[src/rtl/dvfs_seq_pkg.sv]
`timescale 1ns/1ps
package dvfs_seq_pkg;

   typedef enum logic [2:0] {
      SQ_IDLE,
      SQ_ORDER,
      SQ_VLOAD,
      SQ_SETTLE,
      SQ_FREQ,
      SQ_RESUME
   } sq_state_e;

endpackage

[src/rtl/dvfs_opp_table.sv]
`timescale 1ns/1ps
module dvfs_opp_table #(
   parameter int NUM_LEVELS    = 3,
   parameter int LVL_W         = 2,
   parameter int VCODE_W       = 8,
   parameter int VCODE_BASE    = 110,
   parameter int VCODE_STEP    = 10,
   parameter int CSEL_ONEHOT   = 0,
   parameter int CSEL_W        = 2,
   parameter int BUS_HALF_FROM = 2
) (
   input  logic [LVL_W-1:0]   lvl,
   output logic [VCODE_W-1:0] vcode,
   output logic [CSEL_W-1:0]  csel,
   output logic               bus_div
);

   logic [VCODE_W-1:0] vtab [NUM_LEVELS];
   logic               btab [NUM_LEVELS];

   for (genvar g = 0; g < NUM_LEVELS; g++) begin : g_entry
      assign vtab[g] = VCODE_W'(VCODE_BASE + g * VCODE_STEP);
      assign btab[g] = (g >= BUS_HALF_FROM);
   end

   always_comb begin
      vcode   = vtab[0];
      bus_div = btab[0];
      for (int i = 0; i < NUM_LEVELS; i++) begin
         if (lvl == LVL_W'(i)) begin
            vcode   = vtab[i];
            bus_div = btab[i];
         end
      end
   end

   if (CSEL_ONEHOT != 0) begin : g_onehot
      always_comb begin
         csel = '0;
         for (int i = 0; i < NUM_LEVELS; i++) begin
            if (lvl == LVL_W'(i)) csel[i] = 1'b1;
         end
      end
   end else begin : g_binary
      assign csel = CSEL_W'(lvl);
   end

endmodule

[src/rtl/dvfs_settle_timer.sv]
`timescale 1ns/1ps
module dvfs_settle_timer #(
   parameter int DELTA_W     = 8,
   parameter int STEP_CYCLES = 2,
   parameter int TMR_W       = 6
) (
   input  logic               clk,
   input  logic               rst_n,
   input  logic               load,
   input  logic [DELTA_W-1:0] delta,
   output logic               expired
);

   localparam bit IS_POW2 = ((STEP_CYCLES & (STEP_CYCLES - 1)) == 0);
   localparam int SHIFT   = $clog2(STEP_CYCLES);

   logic [TMR_W-1:0] load_val;
   logic [TMR_W-1:0] cnt;

   if (IS_POW2) begin : g_shift
      assign load_val = TMR_W'(32'(delta) << SHIFT);
   end else begin : g_mult
      assign load_val = TMR_W'(32'(delta) * STEP_CYCLES);
   end

   always_ff @(posedge clk or negedge rst_n) begin
      if (!rst_n) begin
         cnt <= '0;
      end else if (load) begin
         cnt <= load_val;
      end else if (cnt != '0) begin
         cnt <= cnt - TMR_W'(1);
      end
   end

   assign expired = (cnt == '0);

   assert_load_value_R6: assert property (@(posedge clk) disable iff (!rst_n)
      load |=> (cnt == $past(load_val)));

   assert_count_step_R6: assert property (@(posedge clk) disable iff (!rst_n)
      (!load && cnt != '0) |=> (cnt == $past(cnt) - TMR_W'(1)));

endmodule

[src/rtl/dvfs_seq_ctrl.sv]
`timescale 1ns/1ps
module dvfs_seq_ctrl
   import dvfs_seq_pkg::*;
#(
   parameter int NUM_LEVELS  = 3,
   parameter int LVL_W       = 2,
   parameter int VCODE_W     = 8,
   parameter int CSEL_W      = 2,
   parameter int RESET_LEVEL = 0
) (
   input  logic               clk,
   input  logic               rst_n,
   input  logic               req_valid,
   input  logic [LVL_W-1:0]   req_level,
   input  logic               vdd_settled,
   input  logic [VCODE_W-1:0] tgt_vcode,
   input  logic [CSEL_W-1:0]  tgt_csel,
   input  logic               tgt_bus_div,
   input  logic [VCODE_W-1:0] rst_vcode,
   input  logic [CSEL_W-1:0]  rst_csel,
   input  logic               rst_bus_div,
   input  logic               tmr_expired,
   output logic               tmr_load,
   output logic [VCODE_W-1:0] tmr_delta,
   output logic [LVL_W-1:0]   tgt_level,
   output logic [VCODE_W-1:0] vcode,
   output logic [CSEL_W-1:0]  csel,
   output logic               bus_div,
   output logic               clk_pause,
   output logic               busy,
   output logic               done,
   output logic [LVL_W-1:0]   cur_level
);

   localparam logic [LVL_W:0]   LVL_CNT = (LVL_W + 1)'(NUM_LEVELS);
   localparam logic [LVL_W-1:0] LVL_RST = LVL_W'(RESET_LEVEL);

   sq_state_e          state_q;
   logic [LVL_W-1:0]   cur_q, tgt_q;
   logic [VCODE_W-1:0] vcode_q;
   logic [CSEL_W-1:0]  csel_q;
   logic               bdiv_q, pause_q, busy_q, done_q;
   logic               in_range, going_up;

   assign in_range = ({1'b0, req_level} < LVL_CNT);
   assign going_up = (tgt_q > cur_q);

   assign tmr_load  = ((state_q == SQ_ORDER) && going_up) || (state_q == SQ_VLOAD);
   assign tmr_delta = (tgt_vcode >= vcode_q) ? (tgt_vcode - vcode_q) : (vcode_q - tgt_vcode);

   always_ff @(posedge clk or negedge rst_n) begin
      if (!rst_n) begin
         state_q <= SQ_IDLE;
         cur_q   <= LVL_RST;
         tgt_q   <= LVL_RST;
         vcode_q <= rst_vcode;
         csel_q  <= rst_csel;
         bdiv_q  <= rst_bus_div;
         pause_q <= 1'b0;
         busy_q  <= 1'b0;
         done_q  <= 1'b0;
      end else begin
         unique case (state_q)
            SQ_IDLE: begin
               done_q <= 1'b0;
               if (req_valid && in_range) begin
                  if (req_level == cur_q) begin
                     done_q <= 1'b1;
                  end else begin
                     tgt_q   <= req_level;
                     pause_q <= 1'b1;
                     busy_q  <= 1'b1;
                     state_q <= SQ_ORDER;
                  end
               end
            end
            SQ_ORDER: begin
               if (going_up) begin
                  vcode_q <= tgt_vcode;
                  state_q <= SQ_SETTLE;
               end else begin
                  csel_q  <= tgt_csel;
                  bdiv_q  <= tgt_bus_div;
                  state_q <= SQ_VLOAD;
               end
            end
            SQ_VLOAD: begin
               vcode_q <= tgt_vcode;
               state_q <= SQ_SETTLE;
            end
            SQ_SETTLE: begin
               if (tmr_expired && vdd_settled) begin
                  state_q <= going_up ? SQ_FREQ : SQ_RESUME;
               end
            end
            SQ_FREQ: begin
               csel_q  <= tgt_csel;
               bdiv_q  <= tgt_bus_div;
               state_q <= SQ_RESUME;
            end
            SQ_RESUME: begin
               pause_q <= 1'b0;
               busy_q  <= 1'b0;
               done_q  <= 1'b1;
               cur_q   <= tgt_q;
               state_q <= SQ_IDLE;
            end
            default: state_q <= SQ_IDLE;
         endcase
      end
   end

   assign tgt_level = tgt_q;
   assign vcode     = vcode_q;
   assign csel      = csel_q;
   assign bus_div   = bdiv_q;
   assign clk_pause = pause_q;
   assign busy      = busy_q;
   assign done      = done_q;
   assign cur_level = cur_q;

   assert_up_order_R3: assert property (@(posedge clk) disable iff (!rst_n)
      (!$stable(csel_q) && going_up) |-> (vcode_q == tgt_vcode));

   assert_down_order_R4: assert property (@(posedge clk) disable iff (!rst_n)
      (!$stable(vcode_q) && !going_up) |-> (csel_q == tgt_csel));

   assert_csel_paused_R5: assert property (@(posedge clk) disable iff (!rst_n)
      !$stable(csel_q) |-> (pause_q && $past(pause_q)));

   assert_vcode_paused_R5: assert property (@(posedge clk) disable iff (!rst_n)
      !$stable(vcode_q) |-> (pause_q && $past(pause_q)));

   assert_bus_paused_R5: assert property (@(posedge clk) disable iff (!rst_n)
      !$stable(bdiv_q) |-> (pause_q && $past(pause_q)));

   assert_settle_hold_R6: assert property (@(posedge clk) disable iff (!rst_n)
      (state_q == SQ_SETTLE && !(tmr_expired && vdd_settled)) |=>
         ($stable(vcode_q) && $stable(csel_q) && pause_q));

   assert_done_idle_R7: assert property (@(posedge clk) disable iff (!rst_n)
      done_q |-> !busy_q);

   assert_busy_done_R7: assert property (@(posedge clk) disable iff (!rst_n)
      $fell(busy_q) |-> done_q);

   assert_hold_target_R8: assert property (@(posedge clk) disable iff (!rst_n)
      busy_q |=> $stable(tgt_q));

   assert_same_level_R9: assert property (@(posedge clk) disable iff (!rst_n)
      (!busy_q && req_valid && req_level == cur_q) |=> (done_q && !pause_q && !busy_q));

   assert_out_of_range_R10: assert property (@(posedge clk) disable iff (!rst_n)
      (!busy_q && req_valid && !in_range) |=> (!busy_q && !done_q));

   assert_enter_quiet_R11: assert property (@(posedge clk) disable iff (!rst_n)
      $rose(pause_q) |-> ($stable(vcode_q) && $stable(csel_q)));

   assert_pause_release_R11: assert property (@(posedge clk) disable iff (!rst_n)
      $fell(pause_q) |-> done_q);

endmodule

[src/rtl/dvfs_opp_sequencer.sv]
`timescale 1ns/1ps
module dvfs_opp_sequencer #(
   parameter int NUM_LEVELS    = 3,
   parameter int VCODE_W       = 8,
   parameter int VCODE_BASE    = 110,
   parameter int VCODE_STEP    = 10,
   parameter int STEP_CYCLES   = 2,
   parameter int CSEL_ONEHOT   = 0,
   parameter int BUS_HALF_FROM = 2,
   parameter int RESET_LEVEL   = 0,
   localparam int LVL_W        = $clog2(NUM_LEVELS),
   localparam int CSEL_W       = (CSEL_ONEHOT != 0) ? NUM_LEVELS : LVL_W
) (
   input  logic               clk,
   input  logic               rst_n,
   input  logic               req_valid,
   input  logic [LVL_W-1:0]   req_level,
   input  logic               vdd_settled,
   output logic [VCODE_W-1:0] vdd_code,
   output logic [CSEL_W-1:0]  cpu_clk_sel,
   output logic               bus_clk_div,
   output logic               clk_pause,
   output logic               busy,
   output logic               done,
   output logic [LVL_W-1:0]   cur_level
);

   localparam int VSPAN = VCODE_STEP * (NUM_LEVELS - 1);
   localparam int TMR_W = $clog2(VSPAN * STEP_CYCLES + 1);

   if (NUM_LEVELS < 2) begin : g_chk_levels
      $error("sequencer needs at least two operating levels");
   end
   if (VCODE_STEP < 1) begin : g_chk_step
      $error("supply code must rise with level");
   end
   if (STEP_CYCLES < 1) begin : g_chk_cycles
      $error("per-code settle cycles must be positive");
   end
   if (VCODE_BASE + VSPAN >= (1 << VCODE_W)) begin : g_chk_vwidth
      $error("supply code table exceeds VCODE_W");
   end
   if (RESET_LEVEL < 0 || RESET_LEVEL >= NUM_LEVELS) begin : g_chk_reset
      $error("reset level outside the table");
   end

   logic [LVL_W-1:0]   tgt_level;
   logic [VCODE_W-1:0] tgt_vcode, rst_vcode, tmr_delta;
   logic [CSEL_W-1:0]  tgt_csel, rst_csel;
   logic               tgt_bus_div, rst_bus_div;
   logic               tmr_load, tmr_expired;

   dvfs_opp_table #(
      .NUM_LEVELS(NUM_LEVELS), .LVL_W(LVL_W), .VCODE_W(VCODE_W),
      .VCODE_BASE(VCODE_BASE), .VCODE_STEP(VCODE_STEP),
      .CSEL_ONEHOT(CSEL_ONEHOT), .CSEL_W(CSEL_W), .BUS_HALF_FROM(BUS_HALF_FROM)
   ) u_tgt_tbl (
      .lvl(tgt_level), .vcode(tgt_vcode), .csel(tgt_csel), .bus_div(tgt_bus_div)
   );

   dvfs_opp_table #(
      .NUM_LEVELS(NUM_LEVELS), .LVL_W(LVL_W), .VCODE_W(VCODE_W),
      .VCODE_BASE(VCODE_BASE), .VCODE_STEP(VCODE_STEP),
      .CSEL_ONEHOT(CSEL_ONEHOT), .CSEL_W(CSEL_W), .BUS_HALF_FROM(BUS_HALF_FROM)
   ) u_rst_tbl (
      .lvl(LVL_W'(RESET_LEVEL)), .vcode(rst_vcode), .csel(rst_csel), .bus_div(rst_bus_div)
   );

   dvfs_settle_timer #(
      .DELTA_W(VCODE_W), .STEP_CYCLES(STEP_CYCLES), .TMR_W(TMR_W)
   ) u_timer (
      .clk(clk), .rst_n(rst_n), .load(tmr_load), .delta(tmr_delta), .expired(tmr_expired)
   );

   dvfs_seq_ctrl #(
      .NUM_LEVELS(NUM_LEVELS), .LVL_W(LVL_W), .VCODE_W(VCODE_W),
      .CSEL_W(CSEL_W), .RESET_LEVEL(RESET_LEVEL)
   ) u_ctrl (
      .clk(clk), .rst_n(rst_n),
      .req_valid(req_valid), .req_level(req_level), .vdd_settled(vdd_settled),
      .tgt_vcode(tgt_vcode), .tgt_csel(tgt_csel), .tgt_bus_div(tgt_bus_div),
      .rst_vcode(rst_vcode), .rst_csel(rst_csel), .rst_bus_div(rst_bus_div),
      .tmr_expired(tmr_expired), .tmr_load(tmr_load), .tmr_delta(tmr_delta),
      .tgt_level(tgt_level),
      .vcode(vdd_code), .csel(cpu_clk_sel), .bus_div(bus_clk_div),
      .clk_pause(clk_pause), .busy(busy), .done(done), .cur_level(cur_level)
   );

endmodule

[config.mk]
export PLATFORM = sky130hd
export DESIGN_NAME = dvfs_opp_sequencer
export DESIGN_NICKNAME = d
export VERILOG_FILES = /design/src/rtl/dvfs_seq_pkg.sv /design/src/rtl/dvfs_opp_table.sv /design/src/rtl/dvfs_settle_timer.sv /design/src/rtl/dvfs_seq_ctrl.sv /design/src/rtl/dvfs_opp_sequencer.sv
export SDC_FILE = /design/constraint.sdc
export NUM_CORES = 1
export LEC_CHECK = 0
export CAP_MARGIN = 5
export CORE_MARGIN = 3
export CORE_UTILIZATION = 64
export CTS_BUF_LIST = sky130_fd_sc_hd__clkbuf_8
export DETAILED_ROUTE_END_ITERATION = 6
export DONT_BUFFER_PORTS = 1
export PLACE_DENSITY = 0.91
export SKIP_CTS_REPAIR_TIMING = 1
export SLEW_MARGIN = 20
export SYNTH_ARGS = -nofsm -noshare
export SYNTH_HDL_FRONTEND = slang
export SYNTH_SLANG_ARGS = --single-unit
[constraint.sdc]
create_clock -name clk -period 2.8 [get_ports clk]
set_clock_uncertainty 0.1 [all_clocks]
set_input_delay 0.56 -clock clk [delete_from_list [all_inputs] [get_ports clk]]
set_output_delay 0.56 -clock clk [all_outputs]
set_load 0.05 [all_outputs]
# Yosys cells after proc, flatten, opt, wreduce, memory -nomap -nowiden
# Index checks and enable logic that the tools add are counted.
# W data, S select, Z words.
# word_totals
reg_bits,26
latch_bits,0
ram_bits,0
rom_bits,0
input_bits,6
out_inout_bits,16
word_cells,69
mem_count,0
# op_classes
addsub,3
multipliers,0
div,0
magnitude_cmp,3
n_eq_ne,13
n_shift,0
mux,24
n_bitwise,1
n_reduce_logical,16
# ops
op,count
$mux W8,2
$pmux W8 S2,1
$pmux W3 S5,1
$mux W6,2
$mux W5,2
$sub A5 B5 Y5,2
$mux W3,3
$reduce_and A3 Y1,3
$ge A8 B8 Y1,1
$mux W1,8
$reduce_bool A2 Y1,4
$eq A3 B2 Y1 const B,2
$eq A3 B3 Y1 const B,2
$logic_not A6 Y1,1
$ne A2 B1 Y1 const B,3
$pmux W1 S2,3
$reduce_bool A6 Y1,1
$sub A6 B1 Y6 const B,1
$ne A2 B2 Y1 const B,2
$pmux W2 S2,1
$reduce_and A2 Y1,2
$eq A3 B1 Y1 const B,1
$logic_and A1 B1 Y1,3
$logic_not A3 Y1,1
8 further kinds,8

# Logic depth before layout (Yosys ltp)
# depth
word_depth,6
ltp_mapped,10
mapped_depth_nobuf,9

# Worst setup path after synthesis
# Ideal clock, no wire load.
# synth_timing
path_kind,flip-flop to flip-flop
startpoint,"register u_ctrl.vcode_q[6], in the netlist u_ctrl.vcode[6]"
endpoint,register u_timer.cnt[4]
setup_ns,0.134
arrival_ns,2.144
required_ns,2.566
slack_ns,0.422
stages_incl_launch_ff,9
n_path_buf,1
period_less_slack_ns,2.378
path_cell_list,dfstp_2 inv_1 ha_1 buf_2 a21o_1 a21oi_1 o21ai_0 a21boi_0 o211ai_1
# synth_between
elab_chain_len,3
# synth_rtl
item,line_no,text
from (decl),dvfs_seq_ctrl.sv:40,logic [VCODE_W-1:0] vcode_q;
from (signal assigned),dvfs_seq_ctrl.sv:56,vcode_q <= rst_vcode;
from (signal assigned),dvfs_seq_ctrl.sv:79,vcode_q <= tgt_vcode;
from (signal assigned),dvfs_seq_ctrl.sv:88,vcode_q <= tgt_vcode;
$ge A8 B8 Y1,dvfs_seq_ctrl.sv:49,assign tmr_delta = (tgt_vcode >= vcode_q) ? (tgt_vcode - vcode_q) : (vcode_q - tgt_vcode);
$mux W5,dvfs_seq_ctrl.sv:49,
$mux W6,dvfs_settle_timer.sv:29,end else if (load) begin
to (signal assigned),dvfs_settle_timer.sv:30,cnt <= load_val;
to (signal assigned),dvfs_settle_timer.sv:32,cnt <= cnt - TMR_W'(1);
to (decl),dvfs_settle_timer.sv:18,logic [TMR_W-1:0] cnt;
# No other way between the ends.
# A chain may end at the register's enable or synchronous reset.

# Worst setup path after layout
# layout_timing
startpoint,"register u_ctrl.tgt_q[1], in the netlist u_ctrl.tgt_level[1]"
endpoint,register u_timer.cnt[4]
# layout_between
elab_chain_len,6
word_cells_on_any_way,13
classes_between,add/sub: 2; order compare: 2; eq/ne: 2; mux: 4; reduce/logical: 3
# layout_rtl
item,line_no,text
from (decl),dvfs_seq_ctrl.sv:39,"logic [LVL_W-1:0] cur_q, tgt_q;"
from (signal assigned),dvfs_seq_ctrl.sv:70,tgt_q <= req_level;
$eq A2 B1 Y1,dvfs_opp_table.sv:30,if (lvl == LVL_W'(i)) begin
$mux W5,dvfs_opp_table.sv:30,
$mux W8 (*),dvfs_opp_table.sv:30,
via tgt_vcode[1],dvfs_opp_sequencer.sv:48,"logic [VCODE_W-1:0] tgt_vcode, rst_vcode, tmr_delta;"
$ge A8 B8 Y1 / $sub A5 B5 Y5 (equally long branches),dvfs_seq_ctrl.sv:49,
$mux W5 (*),dvfs_seq_ctrl.sv:49,
$mux W6 (*),dvfs_settle_timer.sv:29,
# Mark *: on every way through the listed nets, which the timed path passes. The rest lies on a longest branch.

==> flow_summary_export.csv <==
group,metric,value,unit
floorplan,ios,22,
routing,initialDrtViolationCount,72,
routing,drt_drc_violations_left,0,
routing,routed_wl,3.607,mm
routing,detail_route.vias_per_cell,6.324,
worst_setup_path,reg2regPathDepth,9,
job,max_capacitance_violation_count,0,
layout,fillers,156,
sta,setup_violations,0,
placed_design,dp_hpwl,2.660,mm
routing,wl_per_cell,16.70,microns
grt,global_route.usage.total,23.98,%
synth,postSynthRegisterBits,23,
hold_path,worst_hold_path_type,"input pin to asynchronous set/reset pin",
cts,clock_latency,0.27,ns
worst_setup_path,critical_path.cell_chain,"inv_1 > ha_1 > inv_1 > ha_1 > nand2b_1 > a211oi_1 > o21ai_0 > a21boi_0 > o211ai_1",
power,design_power_total,1.991,mW
status,status,"complete, no violations",
layout,antenna_cells_inserted,0,
worst_setup_path,ff2ff_setup_slack,0.26,ns
worst_setup_path,cp_top_family,"compound AO/OA/AOI/OAI gates",
synth,synthFlopType,"dfrtp_1",
floorplan,placementRows,17,
worst_setup_path,r2r_start,"u_ctrl.tgt_level[1]",
worst_setup_path,critical_path_start_end_classification,"flip-flop to flip-flop",
sta,fin_crit,2.537,ns
cts,cts_inserted_buffers,3,
synth,ys_warn_count,0,
cts,cts_num_sinks,23,
sta,clock.fmax,0.3941,GHz
floorplan,floorplan.die.width,56.97,microns
worst_setup_path,start_kind,"flip-flop",
sta,drv_slew,0,
synth,ys_async_sr_fraction,100.0,%
grt,wire_length_of_the_first_global_routing_pass,6.216,mm
power,power_density,1130,nW/um^2
worst_setup_path,cp-startpoint,"u_ctrl.tgt_level[1]",
cts,tritoncts,"done",
worst_setup_path,critical-path-slowest-cell,"dfrtp_1",
worst_setup_path,required_time_of_the_worst_setup_path,2.84,ns
grt,grt_overflow,0,
grt,grt_antenna_before_repair,0,
sta,setup-tns-final,0,ns
layout,syn_to_final_growth,5.944,%
floorplan,floorplan.initialDensity,71.07,%
synth,synth_cell_area,1663,sq um
synth,syn-num-nets,208,
worst_setup_path,worst_r2r_endpoint,"u_timer.cnt[4]",
worst_setup_path,worst_path_largest_cell_delay,0.44,ns
cts,clock_tree.htree_level_count,1,
placed_design,gp_routability_congestion,0.9410,
synth,syn_avg_cell_area,8.988,sq um
floorplan,design.core.area,2340,sq um
cts,clk_pin_slew_worst_paths,0.08,ns
worst_setup_path,critPathCapture,"u_timer.cnt[4]",
synth,synthesis.instances,185,
layout,finish.net_count,212,
synth,synth_enable_flop_cells,0,
worst_setup_path,critical_path_depth_in_cells,9,
grt,grt_max_degree,24,
sta,period_share,90.62,%
routing,drt_pre_antenna_iters,5,
synth,synth_sequential_area_ratio,34.84,%
cts,cts_root_buffer,"clkbuf_8",
routing,vias,1366,
placed_design,io_buffer_count,0,
cts,clock_tree.buffer_depth,2,
sta,finalHoldViolations,0,
sta,worst-slew-pin-transition,0.9218,ns
routing,postRouteAntennaNets,0,
synth,synthDistinctLibCells,46,
sta,slew_headroom,38.55,%
worst_setup_path,arrival,2.57,ns
grt,grt_pass1_vias,1353,
power,worst_ir_drop_vdd,0.001171,V
floorplan,die-height,56.97,microns
worst_setup_path,worstPathBufferInverterCount,2,
worst_setup_path,crit_path_end_kind,"flip-flop",
sta,grt_setup_unrepaired,"false",
power,static-leakage-power,0.7970,nW
floorplan,dieArea,3246,sq um
worst_setup_path,critical_path_peak_fanout,5,
layout,post_route_cells_drive_above_1_share,13.30,%
## area by class of cell
class	count	area (sq um)	area share (%)
repair buffers	9	70.07	3.977
well taps	28	35.03	1.989
clock buffers	3	41.29	2.344
clock inverters	1	5.005	0.2841
inverters	18	67.56	3.835
multi-input cells	134	963.4	54.69
flip-flops and latches	23	579.3	32.88
## synthesized netlist by cell type, drive strengths merged, types with 3 or more instances
cell | number | area share [%]
xnor2 | 4 | 2.1
nor2 | 8 | 1.8
mux2 | 3 | 2.0
o211ai | 4 | 1.8
nor2b | 4 | 1.5
dfrtp | 20 | 30
a22oi | 3 | 1.4
nor3 | 6 | 2.1
a32oi | 3 | 1.6
dfstp | 3 | 4.7
inv | 18 | 4.1
ha | 15 | 11
o21ai | 23 | 7.1
buf | 7 | 2.7
a21oi | 6 | 1.8
nand2 | 19 | 4.3
nand2b | 3 | 1.1
clkbuf | 3 | 0.68
nand3 | 4 | 1.2
## worst reg2reg max path, delay by kind of cell (launching register included)
kind / cells / cell delay [ns]
simple gates: 1 / 0.14
fa+ha+maj: 2 / 0.50
buf+inv: 2 / 0.21
compound gates: 4 / 1.03
flops: 1 / 0.44
## per-stage QoR
stage          worst slack, ns  util [%]  area [sq um]  instances  hold WS (ns)
2_1_floorplan           0.4217         -          1663        185        0.1644
3_3_place_gp            0.4345     72.73          1702        211        0.1650
3_5_place_dp            0.2605     72.73          1702        211        0.1651
4_1_cts                 0.2475     74.71          1748        215       -0.1240
5_1_grt               0.005531     75.29          1762        216       0.02053
6_report                0.2625     75.29          1762        216       0.03328
## how the worst min path moves through the flow
stage                     start         endpoint  slack [ns]  cells after the start
after global routing      rst_n  u_ctrl.vcode[2]        0.02                      0
after CTS                 rst_n   u_timer.cnt[0]       -0.12                      0
after detailed placement  rst_n   u_timer.cnt[0]        0.17                      0
after global placement    rst_n   u_timer.cnt[1]        0.17                      0
final                     rst_n  u_ctrl.vcode[2]        0.03                      0
after floorplan           rst_n   u_ctrl.bus_div        0.16                      0
## per-layer routing
metal,routed length [microns],global-route usage [%],up-vias,part of all wire [%]
met1,1537,31.70,655,43
met5,0,0,-,0
met4,80,7.947,0,2.2
li1,-,-,650,-
met3,210,5.656,12,5.8
met2,1779,38.83,49,49
## layout by cell type (no fill, tap or decap), drive strengths merged, types with 2 or more instances in the layout
master	netlist	final
a21boi	2	2
nand3b	2	2
dfstp	3	3
a21oi	6	6
o211ai	4	4
a32oi	3	3
buf	7	8
xnor2	4	4
o21a	2	2
nor2b	4	4
inv	18	18
nor2	8	8
nand3	4	4
a22oi	3	3
nor3b	2	2
nand2b	3	3
a211oi	2	2
clkbuf	3	3
ha	15	15
nand2	19	19
dfrtp	20	20
mux2	3	3
mux2i	2	2
fa	2	2
o21bai	2	2
nor3	6	6
o21ai	23	23
## flip-flops by register name (all words and copies together), names as in the netlist
register	count
u_ctrl.vcode	5
u_ctrl.clk_pause	1
u_ctrl.state_q	3
u_ctrl.bus_div	1
u_ctrl.cur_level	2
u_ctrl.done	1
u_ctrl.csel	2
u_timer.cnt	6
u_ctrl.tgt_level	2
## where the power goes
group	internal (mW)	leakage, nW	switching [mW]
clock	0.0993	0.0255	0.105
sequential	0.466	0.263	0.238
combinational	0.416	0.509	0.666
total	0.981	0.797	1.01
## logic make-up after synthesis
kind of cell,after synthesis,share of synthesized area [%]
buffers and inverters,28,7.449
xor gates and xnor gates,5,2.633
muxes,5,3.235
other,1,0.2255
adders and majority gates,17,13.69
AOI/OAI and AO/OA,55,22.05
and+or+nand+nor,51,15.88
DFF,23,34.84
Note: power is estimated with default switching activity, not from simulation.
